## src/rtl/bag_pkg.sv

```systemverilog
package bag_pkg;
   typedef enum logic {
      MODE_DIRECT   = 1'b0,
      MODE_INDIRECT = 1'b1
   } bag_mode_e;

   // offsets 00h, 02h, 03h, 04h, 0Ah, 0Bh are present in every bank
   localparam logic [127:0] BAG_MIRROR_DEFAULT = 128'h0000_0000_0000_0000_0000_0000_0000_0C1D;

   localparam int BAG_BANK_W = 2;
endpackage

```

## src/rtl/bag_mode_sel.sv

```systemverilog
module bag_mode_sel
   import bag_pkg::*;
#(
   parameter int OFS_W     = 7,
   parameter int INDIR_OFS = 0
) (
   input  logic [OFS_W-1:0]      opnd,
   input  logic                  rp1,
   input  logic                  rp0,
   input  logic                  irp,
   input  logic [OFS_W:0]        ptr,
   output bag_mode_e             mode,
   output logic [BAG_BANK_W-1:0] bank,
   output logic [OFS_W-1:0]      ofs
);
   localparam logic [OFS_W-1:0] INDIR_SLOT = OFS_W'(INDIR_OFS);

   always_comb begin
      if (opnd == INDIR_SLOT) begin
         mode = MODE_INDIRECT;
         bank = {irp, ptr[OFS_W]};
         ofs  = ptr[OFS_W-1:0];
      end else begin
         mode = MODE_DIRECT;
         bank = {rp1, rp0};
         ofs  = opnd;
      end
   end
endmodule

```

## src/rtl/bag_mirror_fold.sv

```systemverilog
module bag_mirror_fold
   import bag_pkg::*;
#(
   parameter int                      OFS_W       = 7,
   parameter int                      INDIR_OFS   = 0,
   parameter logic [(2**OFS_W)-1:0]   MIRROR_MASK = BAG_MIRROR_DEFAULT[(2**OFS_W)-1:0]
) (
   input  bag_mode_e                  mode,
   input  logic [BAG_BANK_W-1:0]      bank,
   input  logic [OFS_W-1:0]           ofs,
   output logic [OFS_W+BAG_BANK_W-1:0] addr,
   output logic                       shared,
   output logic                       null_acc
);
   localparam int               SLOTS      = 2**OFS_W;
   localparam logic [OFS_W-1:0] INDIR_SLOT = OFS_W'(INDIR_OFS);

   logic [SLOTS-1:0] hit_vec;

   // one comparator per mirrored slot, pruned at elaboration
   for (genvar s = 0; s < SLOTS; s++) begin : g_slot
      if (MIRROR_MASK[s]) begin : g_on
         assign hit_vec[s] = (ofs == OFS_W'(s));
      end else begin : g_off
         assign hit_vec[s] = 1'b0;
      end
   end

   always_comb begin
      shared   = |hit_vec;
      null_acc = (mode == MODE_INDIRECT) && (ofs == INDIR_SLOT);
      if (shared) addr = {{BAG_BANK_W{1'b0}}, ofs};
      else        addr = {bank, ofs};
   end
endmodule

```

## src/rtl/bag_out_stage.sv

```systemverilog
module bag_out_stage #(
   parameter int W       = 12,
   parameter int OUT_REG = 1
) (
   input  logic         clk,
   input  logic         rst_n,
   input  logic [W-1:0] d,
   output logic [W-1:0] q
);
   if (OUT_REG != 0) begin : g_reg
      always_ff @(posedge clk or negedge rst_n) begin
         if (!rst_n) q <= '0;
         else        q <= d;
      end
   end else begin : g_comb
      assign q = d;
   end
endmodule

```

## src/rtl/bank_addr_gen.sv

```systemverilog
module bank_addr_gen
   import bag_pkg::*;
#(
   parameter int                    OFS_W       = 7,
   parameter int                    INDIR_OFS   = 0,
   parameter logic [(2**OFS_W)-1:0] MIRROR_MASK = BAG_MIRROR_DEFAULT[(2**OFS_W)-1:0],
   parameter int                    OUT_REG     = 1
) (
   input  logic                        clk,
   input  logic                        rst_n,
   input  logic [OFS_W-1:0]            opnd,
   input  logic                        rp1,
   input  logic                        rp0,
   input  logic                        irp,
   input  logic [OFS_W:0]              ptr,
   output logic [OFS_W+BAG_BANK_W-1:0] addr_q,
   output logic                        shared_q,
   output logic                        indir_q,
   output logic                        null_q
);
   localparam int ADDR_W = OFS_W + BAG_BANK_W;
   localparam int PIPE_W = ADDR_W + 3;

   if (OFS_W < 2 || OFS_W > 10) begin : g_chk_w
      $error("bank_addr_gen: OFS_W must be 2..10");
   end
   if (INDIR_OFS < 0 || INDIR_OFS >= 2**OFS_W) begin : g_chk_ind
      $error("bank_addr_gen: INDIR_OFS outside the bank");
   end
   if (OUT_REG != 0 && OUT_REG != 1) begin : g_chk_reg
      $error("bank_addr_gen: OUT_REG must be 0 or 1");
   end

   bag_mode_e             mode;
   logic [BAG_BANK_W-1:0] bank;
   logic [OFS_W-1:0]      ofs;
   logic [ADDR_W-1:0]     addr_c;
   logic                  shared_c;
   logic                  null_c;
   logic [PIPE_W-1:0]     pipe_q;

   bag_mode_sel #(.OFS_W(OFS_W), .INDIR_OFS(INDIR_OFS)) u_sel (
      .opnd(opnd), .rp1(rp1), .rp0(rp0), .irp(irp), .ptr(ptr),
      .mode(mode), .bank(bank), .ofs(ofs)
   );

   bag_mirror_fold #(.OFS_W(OFS_W), .INDIR_OFS(INDIR_OFS), .MIRROR_MASK(MIRROR_MASK)) u_fold (
      .mode(mode), .bank(bank), .ofs(ofs),
      .addr(addr_c), .shared(shared_c), .null_acc(null_c)
   );

   bag_out_stage #(.W(PIPE_W), .OUT_REG(OUT_REG)) u_out (
      .clk(clk), .rst_n(rst_n),
      .d({null_c, (mode == MODE_INDIRECT), shared_c, addr_c}),
      .q(pipe_q)
   );

   assign addr_q   = pipe_q[ADDR_W-1:0];
   assign shared_q = pipe_q[ADDR_W];
   assign indir_q  = pipe_q[ADDR_W+1];
   assign null_q   = pipe_q[ADDR_W+2];

   if (OUT_REG != 0) begin : g_chk
      logic primed;
      always_ff @(posedge clk or negedge rst_n) begin
         if (!rst_n) primed <= 1'b0;
         else        primed <= 1'b1;
      end

      p_indir_sel_r3: assert property (@(posedge clk) disable iff (!rst_n)
         primed |-> (indir_q == ($past(opnd) == OFS_W'(INDIR_OFS))));

      p_direct_addr_r2: assert property (@(posedge clk) disable iff (!rst_n)
         (primed && !indir_q && !shared_q) |-> (addr_q == {$past(rp1), $past(rp0), $past(opnd)}));

      p_indir_addr_r3: assert property (@(posedge clk) disable iff (!rst_n)
         (primed && indir_q && !shared_q) |-> (addr_q == {$past(irp), $past(ptr)}));

      p_fold_bank0_r4: assert property (@(posedge clk) disable iff (!rst_n)
         (primed && shared_q) |-> (addr_q[ADDR_W-1 -: BAG_BANK_W] == '0));

      p_null_r6: assert property (@(posedge clk) disable iff (!rst_n)
         (primed && null_q) |-> (indir_q && shared_q && addr_q == '0
                                 && $past(ptr[OFS_W-1:0]) == OFS_W'(INDIR_OFS)));

      p_hold_r7: assert property (@(posedge clk) disable iff (!rst_n)
         (primed && $stable(opnd) && $stable(ptr) && $stable(irp) && $stable(rp1) && $stable(rp0)
          && $past(primed)) |=> $stable(addr_q));
   end
endmodule

```

## config.mk

```make
export PLATFORM = sky130hd
export DESIGN_NAME = bank_addr_gen
export DESIGN_NICKNAME = d
export VERILOG_FILES = /design/src/rtl/bag_pkg.sv /design/src/rtl/bag_mode_sel.sv /design/src/rtl/bag_mirror_fold.sv /design/src/rtl/bag_out_stage.sv /design/src/rtl/bank_addr_gen.sv
export SDC_FILE = /design/constraint.sdc
export NUM_CORES = 1
export LEC_CHECK = 0
export ABC_AREA = 1
export BUFFER_PORTS_ARGS = -buffer_cell sky130_fd_sc_hd__buf_2
export CAP_MARGIN = 20
export CORE_MARGIN = 2
export CORE_UTILIZATION = 41
export DETAILED_ROUTE_END_ITERATION = 12
export PLACE_DENSITY = 0.73
export SETUP_SLACK_MARGIN = 0.4
export SYNTH_ARGS = -nofsm -noshare
export SYNTH_HDL_FRONTEND = slang
export SYNTH_HIERARCHICAL = 1
export SYNTH_SLANG_ARGS = --single-unit
export TNS_END_PERCENT = 1
```

## constraint.sdc

```tcl
create_clock -name clk -period 0.8 [get_ports clk]
set_clock_uncertainty 0.1 [all_clocks]
set_input_delay 0.08 -clock clk [delete_from_list [all_inputs] [get_ports clk]]
set_output_delay 0.08 -clock clk [all_outputs]
set_load 0.005 [all_outputs]
```

==> results.py <==
metrics = {
    "placed_design": {
        "gpl.final_weighted_congestion": 0.7776,
        "hpwlAfterDp_um": 887.3,
        "dpl_cells": 117,
        "port_buffers": 31,
        "dp_slack_ns": -0.5071,
    },
    "logic_synthesis": {
        "ys.flop_type": "dfrtp_1",
        "netlist.top_cell.by_area": "dfrtp_1",
        "postSynthNetCount": 89,
        "yosys-top-cells-area": "dfrtp_1, nand2_1, buf_4, inv_1, nand2_2",
        "synthCells": 69,
        "synth.cell_area_um2": 581.8,
        "synth.ff_latch_count": 12,
        "synthArstFlopShare": 1.000,
        "synth_seq_area_share": 0.5161,
        "yosysUniqueCellTypes": 12,
        "synth.yosys.warnings": 6,
        "synth_top_cell_area_share": 0.5161,
        "synth.most_common_cell": "nand2_1",
        "synth_edf_count": 0,
        "synth_common_cells": "nand2_1, dfrtp_1, inv_1",
        "syn_avg_cell_area_um2": 8.432,
    },
    "floorplanning": {
        "pin_count": 32,
        "core_mm2": 0.001318,
        "initial_utilization": 0.4416,
        "die_area_mm2": 0.001736,
        "chipWidth_um": 41.67,
        "core.rowCount": 13,
        "die_h_um": 41.67,
    },
    "clock_network": {
        "total_cts_buffers": 3,
        "max_buffers_root_to_sink": 2,
        "path_clk_slew_ns": 0.07,
        "cts_tree": "built",
        "htree_num_levels": 1,
        "root_buffer_cell": "clkbuf_4",
        "cts_sinks": 12,
    },
    "power": {
        "p_per_area_mw_per_mm2": 1286,
        "p_leak_nw": 0.5696,
        "peakVddDrop_v": 0.0006088,
    },
    "worst_setup_path": {
        "critical_setup_path_kind": "primary input to flip-flop",
        "critical_path.startpoint_type": "primary input",
        "worst_ep_arrival_time_ns": 1.07,
        "critical_path_peak_fanout": 6,
        "crit_path_end_kind": "flip-flop",
        "timing.critical_path.required_ns": 0.89,
    },
    "timing": {
        "transition_time_at_the_pin_with_the_least_slew_margin_ns": 0.2467,
        "timing.final.hold_violations": 14,
        "setup_viol": 17,
        "unrepaired_setup_endpoints_after_global_routing": "true",
        "maxSlewViolCount": 0,
        "post-route-period-util": 1.227,
        "slew_headroom": 0.8356,
        "whs_ns": -0.4262,
        "fin_ws_ns": -0.1814,
        "period_minus_slack_ns": 0.9814,
        "max_freq_ghz": 1.019,
    },
    "layout": {
        "area.growth.synth_to_final_pct": 65.16,
        "final_cell_count_no_fill": 128,
        "final_core_util": 0.7293,
        "layout.nets": 135,
        "largest-register": "u_out/q",
        "flip_flop_count_of_the_largest_register_after_layout": 12,
        "insertedDiodeCount": 0,
        "reg_top3": "u_out/q (12)",
        "layout-drive-gt1-share": 0.6637,
    },
    "routing": {
        "routed_via_density": 4.375,
        "routedWlPerCell_um": 10.16,
        "drc": 0,
        "drt_wl_total_um": 1300,
        "drtIter0Drc": 4,
        "drt_pass1_iterations": 2,
        "route.vias.total": 560,
        "detail-route-antenna-nets": 0,
    },
    "global_routing": {
        "grt_first_pass_wirelength_um": 2125,
        "grt_antenna_before_repair": 0,
        "grt.total_usage": 0.1651,
        "grt_max_degree": 13,
        "gr-total-overflow": 0,
        "via_count_of_the_first_global_routing_pass": 536,
    },
    "worst_hold_path": {
        "worstHoldPathType": "primary input to async pin",
    },
    "outcome": {
        "status": "finished, violations left",
        "violations": "hold timing, setup timing",
    },
    "flow_run": {
        "drv.max_cap_violation_count": 0,
    },
}
worst max-delay path by stage:
stage,to,slack [ns],cells after the start,from
global route,u_out/q[8]$_DFF_PN0_,-0.26,11,opnd[4]
detailed placement,u_out/q[8]$_DFF_PN0_,-0.51,10,opnd[3]
global placement,u_out/q[8]$_DFF_PN0_,-0.43,10,opnd[4]
CTS,u_out/q[7]$_DFF_PN0_,-0.16,11,opnd[1]
finish,u_out/q[8]$_DFF_PN0_,-0.18,11,opnd[1]
floorplan,u_out/q[7]$_DFF_PN0_,-0.23,9,opnd[3]
cell usage in the layout, fill, tap and decap left out, drive strengths merged:
master	instances
clkbuf	3
dfrtp	12
o21ai	2
nor2	6
nand2	25
inv	13
buf	48
nor3	1
a21oi	3
what timing repair did:
item	CTS	global route
buffers inserted	8	0
gates resized for setup	26	5
setup endpoints to repair	24	24
pin swaps	17	10
endpoints found under the hold margin	14	14
critical path, cell delays in order:
cell	delay, ns
buf_6	0.10
nor2_4	0.12
nand2_4	0.08
nor2_8	0.12
buf_6	0.13
nand2_2	0.05
nand2_2	0.07
nor2_2	0.05
nand2_2	0.09
inv_2	0.05
a21oi_2	0.13
routing by layer:
layer	up-vias	routed length, µm	global-route usage
met2	23	762	0.2938
met3	4	63	0.01739
met1	250	451	0.1746
met5	-	0	0
li1	283	-	-
met4	0	23	0.1290
per-stage QoR:
| step | TNS [ns] | cell area [µm²] | power [mW] |
|---|---|---|---|
| detailed placement | -3.134 | 770.7 | 0.8348 |
| finish | -2.018 | 960.9 | 1.236 |
| floorplan | -0.9212 | 581.8 | 0.7386 |
| CTS | -2.086 | 945.9 | 1.234 |
| global route | -2.745 | 960.9 | 1.299 |
| global placement | -2.579 | 770.7 | 0.8283 |
layout make-up:
type | count | area, µm²
clock buffer | 3 | 22.52
inverter | 13 | 48.80
timing repair buffer | 48 | 327.8
sequential | 12 | 300.3
tap | 15 | 18.77
multi-input combinational | 37 | 242.7
fill | 101 | 356.6
report_power, final:
| part | total [mW] | internal, mW | switching (mW) |
|---|---|---|---|
| registers | 0.637 | 0.632 | 0.00484 |
| logic | 0.257 | 0.138 | 0.120 |
| clock network | 0.341 | 0.174 | 0.168 |
logic make-up (layout without fill, tap and decap cells):
family                 after synthesis  count (layout)  share of synthesized area
AO/OA/AOI/OAI                        5               5                    0.04300
buffers and inverters               20              64                     0.1742
flip-flops                          12              12                     0.5161
AND/OR/NAND/NOR                     32              32                     0.2667
(Power assumes the default switching activity.)
